--- src/rtl/vfw_pkg.sv ---
package vfw_pkg;

  typedef logic [2:0] field_idx_t;

  typedef enum logic {
    MODE_SLAVE  = 1'b0,
    MODE_MASTER = 1'b1
  } sync_mode_e;

  localparam field_idx_t FIELD_LAST = 3'd7;

  // line sync level: low during the first width clocks of a line
  function automatic logic hs_level(int unsigned pix, int unsigned width);
    return (pix >= width);
  endfunction

  // vertical pulse level: low during the first vs_lines lines of a field
  function automatic logic vs_pulse_level(int unsigned line, int unsigned vs_lines);
    return (line >= vs_lines);
  endfunction

  // field toggle level: 0 in fields 1,3,5,7 and 1 in fields 2,4,6,8
  function automatic logic vs_toggle_level(field_idx_t f);
    return f[0];
  endfunction

  // true while the counters are inside field 2, 4, 6 or 8
  function automatic logic in_even_numbered(field_idx_t f);
    return f[0];
  endfunction

  function automatic field_idx_t field_after(field_idx_t f);
    return f + 3'd1;
  endfunction

endpackage

--- src/rtl/vfw_sync_detect.sv ---
module vfw_sync_detect #(
  parameter int unsigned SYNC_DEPTH = 0
) (
  input  logic clk,
  input  logic rst_n,
  input  logic hsin,
  input  logic vsin,
  input  logic vsin_toggle,
  output logic fld_evt
);

  logic hs_s, vs_s;
  logic hs_q, vs_q;
  logic hs_fall, vs_evt;

  generate
    if (SYNC_DEPTH == 0) begin : g_direct
      assign hs_s = hsin;
      assign vs_s = vsin;
    end else begin : g_sync
      logic [SYNC_DEPTH-1:0] hs_pipe, vs_pipe;
      always_ff @(posedge clk or negedge rst_n) begin
        if (!rst_n) begin
          hs_pipe <= '1;
          vs_pipe <= '1;
        end else begin
          hs_pipe <= {hs_pipe[SYNC_DEPTH-1:0] , hsin} >> 0;
          vs_pipe <= {vs_pipe[SYNC_DEPTH-1:0] , vsin} >> 0;
        end
      end
      assign hs_s = hs_pipe[SYNC_DEPTH-1];
      assign vs_s = vs_pipe[SYNC_DEPTH-1];
    end
  endgenerate

  always_ff @(posedge clk or negedge rst_n) begin
    if (!rst_n) begin
      hs_q <= 1'b1;
      vs_q <= 1'b1;
    end else begin
      hs_q <= hs_s;
      vs_q <= vs_s;
    end
  end

  assign hs_fall = hs_q & ~hs_s;
  assign vs_evt  = vsin_toggle ? (vs_q ^ vs_s) : (vs_q & ~vs_s);
  assign fld_evt = hs_fall & vs_evt;

  // an event always coincides with a line-sync level that was high last cycle
  p_evt_needs_hs_fall_r5: assert property (@(posedge clk) disable iff (!rst_n)
    fld_evt |-> (hs_q && !hs_s));

endmodule

--- src/rtl/vfw_timebase.sv ---
module vfw_timebase #(
  parameter int unsigned LINE_CLKS   = 858,
  parameter int unsigned FIELD_LINES = 525,
  localparam int unsigned PW = $clog2(LINE_CLKS),
  localparam int unsigned LW = $clog2(FIELD_LINES)
) (
  input  logic                clk,
  input  logic                rst_n,
  input  logic                restart,
  input  logic                accept,
  output logic [PW-1:0]       pix,
  output logic [LW-1:0]       line,
  output vfw_pkg::field_idx_t field,
  output logic                end_pix,
  output logic                end_line,
  output logic                frame_start
);
  import vfw_pkg::*;

  localparam logic [PW-1:0] PIX_LAST  = PW'(LINE_CLKS - 1);
  localparam logic [LW-1:0] LINE_LAST = LW'(FIELD_LINES - 1);

  assign end_pix  = (pix == PIX_LAST);
  assign end_line = (line == LINE_LAST);

  // counters move into field 1 from field 8, by wrap or by accepted event
  assign frame_start = !restart && (field == FIELD_LAST) && (accept || (end_pix && end_line));

  always_ff @(posedge clk or negedge rst_n) begin
    if (!rst_n) begin
      pix   <= '0;
      line  <= '0;
      field <= FIELD_LAST;
    end else if (restart) begin
      pix   <= '0;
      line  <= '0;
      field <= FIELD_LAST;
    end else if (accept) begin
      pix   <= '0;
      line  <= '0;
      field <= field_after(field);
    end else if (end_pix) begin
      pix <= '0;
      if (end_line) begin
        line  <= '0;
        field <= field_after(field);
      end else begin
        line <= line + 1'b1;
      end
    end else begin
      pix <= pix + 1'b1;
    end
  end

  p_pix_range_r2: assert property (@(posedge clk) disable iff (!rst_n)
    (pix <= PIX_LAST) && (line <= LINE_LAST));

  p_line_step_r2: assert property (@(posedge clk) disable iff (!rst_n)
    (!restart && !accept && end_pix && !end_line) |=>
      (pix == '0) && (line == $past(line) + 1'b1) && (field == $past(field)));

  p_field_step_r2: assert property (@(posedge clk) disable iff (!rst_n)
    (!restart && !accept && end_pix && end_line) |=>
      (line == '0) && (field == $past(field) + 3'd1));

endmodule

--- src/rtl/vfw_sync_out.sv ---
module vfw_sync_out #(
  parameter int unsigned HS_WIDTH = 64,
  parameter int unsigned VS_LINES = 3,
  parameter int unsigned PW       = 10,
  parameter int unsigned LW       = 10
) (
  input  logic                clk,
  input  logic                rst_n,
  input  logic [PW-1:0]       pix,
  input  logic [LW-1:0]       line,
  input  vfw_pkg::field_idx_t field,
  input  logic                vs_toggle,
  output logic                hsout,
  output logic                vsout
);
  import vfw_pkg::*;

  assign hsout = hs_level(32'(pix), HS_WIDTH);
  assign vsout = vs_toggle ? vs_toggle_level(field) : vs_pulse_level(32'(line), VS_LINES);

  // the line sync ends exactly HS_WIDTH clocks into the line
  p_hs_release_r3: assert property (@(posedge clk) disable iff (!rst_n)
    $rose(hsout) |-> (32'(pix) == HS_WIDTH));

endmodule

--- src/rtl/vsync_flywheel_ctrl.sv ---
module vsync_flywheel_ctrl #(
  parameter int unsigned LINE_CLKS   = 858,
  parameter int unsigned FIELD_LINES = 525,
  parameter int unsigned HS_WIDTH    = 64,
  parameter int unsigned VS_LINES    = 3,
  parameter int unsigned SYNC_DEPTH  = 0,
  localparam int unsigned PW = $clog2(LINE_CLKS),
  localparam int unsigned LW = $clog2(FIELD_LINES)
) (
  input  logic          clk,
  input  logic          rst_n,
  input  logic          master_sel,
  input  logic          vsin_toggle,
  input  logic          vsout_toggle,
  input  logic          hw_restart,
  input  logic          sw_reset,
  input  logic          hsin,
  input  logic          vsin,
  output logic          hsout,
  output logic          vsout,
  output logic          sync_oe,
  output logic [PW-1:0] pix_cnt,
  output logic [LW-1:0] line_cnt,
  output logic [2:0]    field_idx
);
  import vfw_pkg::*;

  logic       hw_q, hw_rise, restart;
  logic       init_q;
  sync_mode_e mode_q;
  logic       fld_evt, accept;
  logic       end_pix, end_line, frame_start;
  field_idx_t field;

  always_ff @(posedge clk or negedge rst_n) begin
    if (!rst_n) hw_q <= 1'b1;
    else        hw_q <= hw_restart;
  end

  assign hw_rise = hw_restart & ~hw_q;
  assign restart = hw_rise | sw_reset;

  vfw_sync_detect #(.SYNC_DEPTH(SYNC_DEPTH)) u_detect (
    .clk        (clk),
    .rst_n      (rst_n),
    .hsin       (hsin),
    .vsin       (vsin),
    .vsin_toggle(vsin_toggle),
    .fld_evt    (fld_evt)
  );

  assign accept = fld_evt && (mode_q == MODE_SLAVE) && in_even_numbered(field) && !restart;

  vfw_timebase #(.LINE_CLKS(LINE_CLKS), .FIELD_LINES(FIELD_LINES)) u_time (
    .clk        (clk),
    .rst_n      (rst_n),
    .restart    (restart),
    .accept     (accept),
    .pix        (pix_cnt),
    .line       (line_cnt),
    .field      (field),
    .end_pix    (end_pix),
    .end_line   (end_line),
    .frame_start(frame_start)
  );

  assign field_idx = field;

  always_ff @(posedge clk or negedge rst_n) begin
    if (!rst_n) begin
      init_q <= 1'b1;
      mode_q <= MODE_SLAVE;
    end else begin
      init_q <= 1'b0;
      if (init_q || restart || frame_start)
        mode_q <= master_sel ? MODE_MASTER : MODE_SLAVE;
    end
  end

  assign sync_oe = (mode_q == MODE_MASTER);

  vfw_sync_out #(.HS_WIDTH(HS_WIDTH), .VS_LINES(VS_LINES), .PW(PW), .LW(LW)) u_out (
    .clk      (clk),
    .rst_n    (rst_n),
    .pix      (pix_cnt),
    .line     (line_cnt),
    .field    (field),
    .vs_toggle(vsout_toggle),
    .hsout    (hsout),
    .vsout    (vsout)
  );

  p_accept_target_r6: assert property (@(posedge clk) disable iff (!rst_n)
    accept |=> (pix_cnt == '0) && (line_cnt == '0) && !field_idx[0]);

  p_restart_start_r9: assert property (@(posedge clk) disable iff (!rst_n)
    restart |=> (pix_cnt == '0) && (line_cnt == '0) && (field_idx == 3'd7));

  p_master_ignores_sync_r8: assert property (@(posedge clk) disable iff (!rst_n)
    (mode_q == MODE_MASTER && !restart && !end_pix) |=> (pix_cnt == $past(pix_cnt) + 1'b1));

  p_mode_hold_r10: assert property (@(posedge clk) disable iff (!rst_n)
    (!init_q && !restart && !frame_start) |=> $stable(mode_q));

endmodule

--- config.mk ---
export PLATFORM = sky130hd
export DESIGN_NAME = vsync_flywheel_ctrl
export DESIGN_NICKNAME = d
export VERILOG_FILES = /design/src/rtl/vfw_pkg.sv /design/src/rtl/vfw_sync_detect.sv /design/src/rtl/vfw_timebase.sv /design/src/rtl/vfw_sync_out.sv /design/src/rtl/vsync_flywheel_ctrl.sv
export SDC_FILE = /design/constraint.sdc
export NUM_CORES = 1
export LEC_CHECK = 0
export CAP_MARGIN = 20
export CORE_ASPECT_RATIO = 1.5
export CORE_UTILIZATION = 35
export CTS_CLUSTER_SIZE = 10
export DETAILED_ROUTE_END_ITERATION = 7
export DONT_BUFFER_PORTS = 1
export PLACE_DENSITY = 0.5
export SLEW_MARGIN = 25
export SYNTH_ARGS = -nofsm -noshare
export SYNTH_HDL_FRONTEND = slang
export SYNTH_SLANG_ARGS = --single-unit
--- constraint.sdc ---
create_clock -name clk -period 3 [get_ports clk]
set_input_delay 0.15 -clock clk [delete_from_list [all_inputs] [get_ports clk]]
set_output_delay 0.15 -clock clk [all_outputs]
set_load 0.03 [all_outputs]
# ---- Word-level counts from Yosys, hierarchy flattened
# Index checks and enable logic that the tools add are counted.
dict set report totals {
  elab_cells 53
  reg_bits 28
}
dict set report op_classes {
  n_reduce_logical 13
  bitwise_logic 10
  n_addsub 3
  muxes 14
  magnitude_cmp 2
  eq_ne 3
}
# op count
set ops {}
lappend ops {{2-to-1 mux 10 bit} 7}
lappend ops {{adder 10 x 1 -> 10 bit, second input constant} 2}
lappend ops {{== test 10 bit, second input constant} 2}
lappend ops {{2-to-1 mux 3 bit} 4}
lappend ops {{>= comparator 10 x 2 -> 1 bit, second input constant} 1}
lappend ops {{>= comparator 10 x 7 -> 1 bit, second input constant} 1}
lappend ops {{logical AND 1 bit} 6}
lappend ops {{nonzero test 3 bit} 2}
lappend ops {{AND 1 bit} 4}
lappend ops {{NOT 1 bit} 4}
lappend ops {{adder 3 x 1 -> 3 bit, second input constant} 1}
lappend ops {{== test 3 bit, second input constant} 1}
lappend ops {{logical OR 1 bit} 3}
lappend ops {{2-to-1 mux 1 bit} 3}
lappend ops {{AND reduction 2 bit} 1}
lappend ops {{zero test 1 bit} 1}
lappend ops {{OR 1 bit} 1}
lappend ops {{bitwise XOR 1 bit} 1}

# ---- Logic depth before layout (Yosys ltp)
# Gate-level depths: netlist of run 1.
dict set report logic_depth {
  word_depth 10
  ltp_mapped 8
  depth_no_buf 7
}

# ---- By module
# A second synthesis of run 1 with hierarchy kept.
dict set report unflattened {
  cells_unflattened 164
  area_unflattened_um2 1602.8
}
# module instances seq_area_each_um2 cells_per_inst area_per_inst_um2
set by_module_without_submodules {}
lappend by_module_without_submodules {vfw_timebase 1 579.3 140 1335.0}
lappend by_module_without_submodules {vsync_flywheel_ctrl 1 77.6 10 128.9}
lappend by_module_without_submodules {vfw_sync_detect 1 52.6 8 98.8}
lappend by_module_without_submodules {vfw_sync_out 1 0.0 6 40.0}

# ---- Worst setup path after synthesis of run 1
# No wires, ideal clock.
dict set report synth_timing {
  kind {reg2reg}
  start {reg u_time.line[5]}
  end {reg mode_q (netlist: sync_oe)}
  t_required_ns 2.875
  setup_slack_ns 0.944
  path_stages_with_launch 6
  setup_ns 0.125
  t_arrival_ns 1.931
  synth_period_minus_slack_ns 2.056
  cell_sequence {dfrtp_1 or4_1 nor3_4 nand3_1 nand4b_1 mux2_2}
}
dict set report synth_between {
  elab_chain_len 5
}
# item line_no
set synth_rtl {}
lappend synth_rtl {{start: declaration} vfw_timebase.sv:12} ;# output logic [LW-1:0] line,
lappend synth_rtl {{start signal: assignment} vfw_timebase.sv:48} ;# line <= line + 1'b1;
lappend synth_rtl {{== test 10 bit} vfw_timebase.sv:24} ;# assign end_line = (line == LINE_LAST);
lappend synth_rtl {{logical AND 1 bit} vfw_timebase.sv:27} ;# assign frame_start = !restart && (field == FIELD_LAST) && (accept || (end_pix && end_line));
lappend synth_rtl {{logical OR 1 bit} vfw_timebase.sv:27}
lappend synth_rtl {{logical AND 1 bit} vfw_timebase.sv:27}
lappend synth_rtl {{logical OR 1 bit} vsync_flywheel_ctrl.sv:75} ;# if (init_q || restart || frame_start)
lappend synth_rtl {{end signal: assignment} vsync_flywheel_ctrl.sv:76} ;# mode_q <= master_sel ? MODE_MASTER : MODE_SLAVE;
lappend synth_rtl {{end: declaration} vsync_flywheel_ctrl.sv:30} ;# sync_mode_e mode_q;
# Every way passes these cells.
# A chain may end at the register's enable or synchronous reset.

# ---- Worst setup path after layout of run 1
# Same ends and word-level chain as after synthesis.

==> summary.txt, run 1 <==
Job
  • Max-Cap Viols: 0

Die
  • Die height: 81.6 µm
  • IO Count: 35
  • Row count: 28
  • Die X: 55.1 µm
  • DIE AREA: 0.00449 mm²
  • Starting Density: 37.0%
  • Core area: 0.00399 mm²

Hold path
  • Worst hold path class: in2reg

Logic synthesis
  • Synth Net Count: 167
  • Count of flip-flops with a built-in enable after synthesis: 0
  • Complex-gate fraction of the synthesized area: 6.18%
  • Simple-Gate Fraction of Synth Area: 25.9%
  • Synth Area in Adders: 6.77%
  • Asr flop ratio synth: 100%
  • Combinational family with the most area after synthesis: simple AND/OR/NAND/NOR gates
  • Synthesized area: 0.00148 mm²
  • Synth cell types: 33
  • Leading register cell type out of synthesis: dfrtp_1
  • Post-synthesis xor/xnor area fraction: 7.11%
  • Syn avg cell area: 9.85 µm²
  • Multiplexer share of the synthesized area: 2.12%
  • Synthesized flop and latch total: 28
  • Cells after synthesis: 150
  • Synth warn: 0
  • Seq/Total Area, Yosys: 48.0%

Timing
  • Final Hold Fails: 0
  • WHS: 0.0246 ns
  • F_max: 454 MHz
  • Worst slew pin tran: 0.642 ns
  • Pins Over Slew Limit: 0
  • Rel. slew slack: 57.3%
  • Final period util: 73.4%
  • Final TNS setup: 0 ns
  • Setup Skew: 0.00519 ns
  • RSZ-0062 raised after global routing: false
  • Period minus WS final: 2.20 ns
  • Endpoints failing setup: 0

Pwr
  • Int Pwr: 0.524 mW
  • PD cells: 419 mW/mm²
  • Register share of total power: 58.9%
  • Tot Pwr: 0.686 mW
  • Clock power frac: 34.3%
  • Comb power frac: 6.8%
  • Leakage: 0.675 nW
  • Net Sw Frac: 23.6%
  • Switching pwr: 0.162 mW
  • Max IR drop VDD: 280 µV

Route
  • Pre-antenna DRT Iters: 4
  • Antenna Nets Post-Route: 0
  • Vias: 1106
  • Via density: 5.48
  • DRC: 0
  • WL/cell: 15.3 µm
  • Routed WL: 3.10 mm
  • First DRT Iteration DRCs: 26

Clock tree
  • CTS tree: built
  • H-tree depth: 1
  • Clock net sink count: 28
  • Clock latency on the worst-skew pair: 0.27 ns
  • Clock Pin Slew Worst Setup and Hold Paths: 0.10 ns
  • Clk buf depth: 2
  • Root Driver: clkbuf_8
  • CTS buffer count: 3

Worst setup path
  • Worst Reg2Reg Path Length in Cells: 5
  • CP endpoint: sync_oe
  • CP endpoint kind: flop
  • Worst reg2reg path endpoint: sync_oe
  • Crit. Startpoint: u_time.line[5]
  • Critical Path RT: 3.16 ns
  • Launch point of the worst reg-to-reg path: u_time.line[5]
  • CP max FO: 9
  • WP data arrival: 2.37 ns
  • Crit Path Class: reg2reg
  • Reg-to-reg setup timing slack: 0.80 ns
  • CP Launch Type: flop

Global routing
  • Largest net degree at the start of global routing: 29
  • Gr ovfl total: 0
  • Initial antenna violation count: 0
  • First-pass GRT wire length: 4.99 mm
  • Gr usage total: 15.4%
  • Vias in the first global route: 1100

Layout
  • Fin nets: 175
  • # diodes: 0
  • Final instance area: 0.00164 mm²
  • Area delta synth->final: 10.8%
  • Layout cells sized above 1: 12.7%
  • Filler cells: 410
  • Final core occ: 41.0%

Place
  • Gpl congestion: 0.701
  • # port buffers: 0
  • Placed Instance Area: 0.00152 mm²
  • Hpwl dp: 2.23 mm

Run status
  • Run status: complete, no violations
timing repair:
item | 4_1_cts | 5_1_grt
hold endpoints to repair | 31 | 0
hold buffers | 5 | 0
resized for setup | 0 | 0
setup buffers | 0 | 0
through the flow:
stage / instances / setup slack (ns)
2_1_floorplan: 150 / 0.944
3_3_place_gp: 193 / 0.820
3_5_place_dp: 193 / 0.801
4_1_cts: 202 / 0.776
5_1_grt: 202 / 0.595
6_report: 202 / 0.799
cell type report:
type | count | area, µm² | area share [%]
inverter | 9 | 33.8 | 2.06
sequential | 28 | 709 | 43.3
tap | 45 | 56.3 | 3.44
multi-input combinational | 110 | 714 | 43.7
timing repair buffer | 6 | 67.6 | 4.13
clock buffer | 4 | 55.1 | 3.36
worst max-delay path, stage by stage, from the launching register on:
cell and delay [ns]:
dfrtp_1 0.53, or4_1 0.64, nor3_4 0.35, nand3_1 0.12, nand4b_1 0.12, mux2_2 0.33
worst min-delay path by stage:
stage / from / end / slack [ns] / cells after the start
after floorplan: rst_n / sync_oe / -0.15 / 0
after global placement: rst_n / u_time.line[9] / -0.14 / 0
after detailed placement: rst_n / u_time.line[3] / -0.14 / 0
after CTS: master_sel / sync_oe / 0.02 / 1
after global routing: master_sel / sync_oe / 0.02 / 1
final: master_sel / sync_oe / 0.02 / 1
kinds of logic (layout without fill, tap and decap cells):
family,after synthesis,count (layout)
AO/OA/AOI/OAI,17,17
XOR/XNOR,12,12
adder cells (fa/ha/maj),8,8
buffers and inverters,12,19
flip-flops,28,28
multiplexers,3,3
other,1,1
AND/OR/NAND/NOR,69,69
power by group through the flow:
stage | Clock (mW) | Sequential [mW] | Combinational (mW)
floorplan | 0 | 0.410 | 0.0259
global placement | 0 | 0.412 | 0.0313
detailed placement | 0 | 0.412 | 0.0326
CTS | 0.250 | 0.405 | 0.0482
global route | 0.258 | 0.406 | 0.0537
finish | 0.236 | 0.404 | 0.0465
Yosys cell counts, types with 2 or more instances:
cell	number	area (µm²)
o21ai_0	5	25.0
dfrtp_1	21	526
or3_4	2	22.5
nand3_1	9	45.0
nor2_1	20	75.1
nand2b_1	2	12.5
dfstp_2	7	184
nand4_1	6	37.5
or4_1	3	22.5
a21oi_1	10	50.1
xor2_1	7	61.3
ha_1	8	100
inv_1	9	33.8
nor3_1	2	10.0
nor3_4	2	32.5
nand2_1	12	45.0
xnor2_1	5	43.8
mux2i_1	2	20.0
or3_1	4	25.0
registers in the layout, summed over array words and instances (netlist names):
name and flops:
u_time.pix 10, sync_oe 1, u_detect.vs_q 1, hw_q 1
u_time.line 10, u_detect.hs_q 1, u_time.field 3, init_q 1
metal layers:
layer  up-vias  GRT usage (%)  wire length [µm]
met5         -              0                 0
met4         0           6.00                23
met3         2           3.15               174
met2        28           26.3              1650
met1       547           18.2              1250
li1        529              -                 -
cells in the final DEF (no fill, tap or decap), drive strengths merged:
master       instances
nand4bb              1
a21oi               10
mux2i                2
xor2                 7
nand2               12
xnor2                5
clkbuf               4
o21ai                5
nor2                20
nand2b               2
nor4                 1
dfrtp               21
nor3                 4
inv                  9
dfstp                7
nand4b               1
a211oi               1
or2b                 1
or4                  4
or3                  6
ha                   8
nand3                9
conb                 1
nor2b                1
buf                  2
nand4                6
or2                  1
dlygate4sd3          4
a41oi                1
mux2                 1
Note: power is estimated with default switching activity, not from simulation.
==> run 2, diff against run 1 <==
Clock period 3 ns to 2.1 ns, I/O delays scaled along.
==> summary.txt, run 2 (same netlist as run 1, synthesis figures left out) <==
Clock tree
  • CTS tree: built
  • Clock Pin Slew Worst Setup and Hold Paths: 0.10 ns (about the same)
  • Clk buf depth: 2 (unchanged)
  • Clock latency on the worst-skew pair: 0.27 ns (about the same)
  • Clock net sink count: 28 (unchanged)
  • H-tree depth: 1 (unchanged)
  • CTS buffer count: 3 (unchanged)
  • Root Driver: clkbuf_8
  • Post-CTS setup repair buffer count: 0 (unchanged)

Global routing
  • Gr usage total: 16.4% (+1.1 points)
  • Initial antenna violation count: 0 (unchanged)
  • Routing usage on met3: 3.33% (+0.19 points)
  • Vias in the first global route: 1232 (+12%)
  • Met2 Use GR: 29.0% (+2.8 points)
  • Grt peak-use layer: met2
  • Gr ovfl total: 0 (unchanged)
  • Largest net degree at the start of global routing: 29 (unchanged)
  • First-pass GRT wire length: 5.45 mm (+9.3%)
  • Global-route track usage on met1: 18.6% (+0.48 points)

Worst setup path
  • Top Family by Delay on Critical Path: simple AND/OR/NAND/NOR gates
  • Worst reg2reg path endpoint: u_time.line[5]
  • CP endpoint: vsout
  • CP Buf/Inv Count: 1 (+1)
  • Launch point of the worst reg-to-reg path: u_time.pix[1]
  • CP Launch Type: flop
  • Slowest stage delay, CP: 0.48 ns (-0.16 ns)
  • CP endpoint kind: primary output
  • WP depth: 5 (unchanged)
  • CP max FO: 5 (-4)
  • Worst Reg2Reg Path Length in Cells: 7 (+2)
  • WP data arrival: 1.88 ns (-0.49 ns)
  • Crit. Startpoint: u_time.line[1]
  • CP Cell Sequence: buf_4 > ha_1 > or4_1 > nor4_4 > a21oi_2
  • Reg-to-reg setup timing slack: 0.15 ns (-0.65 ns)
  • Crit Path Class: reg2out
  • Critical Path RT: 2.00 ns (-1.16 ns)
  • CP max-delay cell: or4_1

Timing
  • Final TNS setup: 0 ns (unchanged)
  • Period minus WS final: 1.99 ns
  • RSZ-0062 raised after global routing: false
  • F_max: 504 MHz
  • Pins Over Slew Limit: 0 (unchanged)
  • Endpoints failing setup: 0 (unchanged)
  • Final WS setup: 0.114 ns (-0.685 ns)
  • Final Hold Fails: 0 (unchanged)
  • Final period util: 94.6%
  • Setup Skew: 0.00677 ns (+0.00158 ns)

Route
  • Pre-antenna DRT Iters: 4 (unchanged)
  • WL/cell: 14.5 µm (-5.2%)
  • First DRT Iteration DRCs: 36 (+38%)
  • Antenna Nets Post-Route: 0 (unchanged)
  • Routed WL: 3.30 mm (+6.5%)
  • Vias: 1198 (+8.3%)
  • Via density: 5.28 (-3.6%)
  • DRC: 0 (unchanged)

Place
  • # port buffers: 0 (unchanged)
  • Inst Count DP: 217 (+12%)
  • Gpl congestion: 0.827 (+18%)
  • Hpwl dp: 2.52 mm (+13%)
  • Placement Setup Slack: 0.171 ns (-0.631 ns)

Layout
  • Multi-input gate area: 733 µm² (+2.6%)
  • Leading cell type in the layout, fill and taps excluded: buf_4
  • Largest regs: u_time.line x10, u_time.pix x10, u_time.field x3
  • Area delta synth->final: 26.0%
  • # diodes: 0 (unchanged)
  • Fin nets: 200 (+14%)
  • Final core occ: 46.6% (+5.6 points)
  • Layout cells sized above 1: 25.3% (+13 points)
  • Filler cells: 384 (-6.3%)
  • Register Area: 709 µm² (unchanged)
  • Commonest cells after routing, fill and taps aside: buf_4, dfrtp_1, nor2_1, nand2_1
  • Final Non-Filler Cells: 227 (+12%)

Pwr
  • Tot Pwr: 1.08 mW (+57%)
  • PD cells: 581 mW/mm² (+38%)
  • Max IR drop VDD: 403 µV (+44%)
  • Leakage: 0.819 nW (+21%)

Die
  • Die X: 55.1 µm (unchanged)
  • Die height: 81.6 µm (unchanged)
  • Row count: 28 (unchanged)
  • Starting Density: 37.0% (unchanged)
  • DIE AREA: 0.00449 mm² (unchanged)
  • IO Count: 35 (unchanged)
  • Core area: 0.00399 mm² (unchanged)

Run status
  • Run status: complete, no violations

Job
  • Max-Cap Viols: 0 (unchanged)

Hold path
  • Worst hold path class: in2reg
-- run 2: changes by cell type in the layout (fill, tap and decap cells not counted), sizes merged --
cell,previous run,this run
buf,2,26
bufinv,0,1
dlygate4sd3,4,5
clkbuf,4,3
-- run 2: timing repair --
item	4_1_cts	5_1_grt
hold buffers	6	0
resized for setup	0	3
setup endpoints to repair	0	1
endpoints found under the hold margin	32	0
-- run 2: metrics by stage --
step / hold WS (ns) / cell area [µm²]
global route: 0.109 / 1860
floorplan: -0.191 / 1480
global placement: -0.190 / 1700
CTS: 0.0827 / 1840
finish: 0.0925 / 1860
detailed placement: -0.190 / 1700
-- run 2: routing by layer --
layer  share of wire, %  wire, µm  up-vias
met2                 55      1820       31
met1                 39      1290      588
met4               0.70        23        0
met3                5.0       165        2
met5                  0         0        -
li1                   -         -      577
-- run 2: how the worst min path moves through the flow --
stage,slack (ns),start,to,cells past startpoint
after global routing,0.11,sw_reset,u_time.field[0],3
after floorplan,-0.19,rst_n,sync_oe,0
final,0.09,sw_reset,u_time.field[0],3
after global placement,-0.19,rst_n,u_time.line[2],0
after CTS,0.08,sw_reset,u_time.field[0],3
after detailed placement,-0.19,rst_n,u_time.line[2],0
-- run 2: layout make-up --
type	count	share of cell area, %
Sequential cell	28	38.1
Clock inverter	1	1.61
Multi-Input combinational cell	110	39.4
Tap cell	45	3.02
Timing Repair Buffer	31	13.8
Clock buffer	3	2.22
Inverter	9	1.81
-- run 2: worst min-delay path: cells and delay by family --
| family | cells | cell delay, ns |
|---|---|---|
| buffers and inverters | 1 | 0.14 |
| and+or+nand+nor | 1 | 0.05 |
| AOI/OAI and AO/OA | 1 | 0.04 |
-- run 2: report_power, final --
part / internal [mW] / leakage [nW] / total, mW / switching, mW
clock: 0.255 / 0.0357 / 0.423 / 0.168
sequential: 0.554 / 0.363 / 0.562 / 0.00782
combinational: 0.0381 / 0.420 / 0.0955 / 0.0574
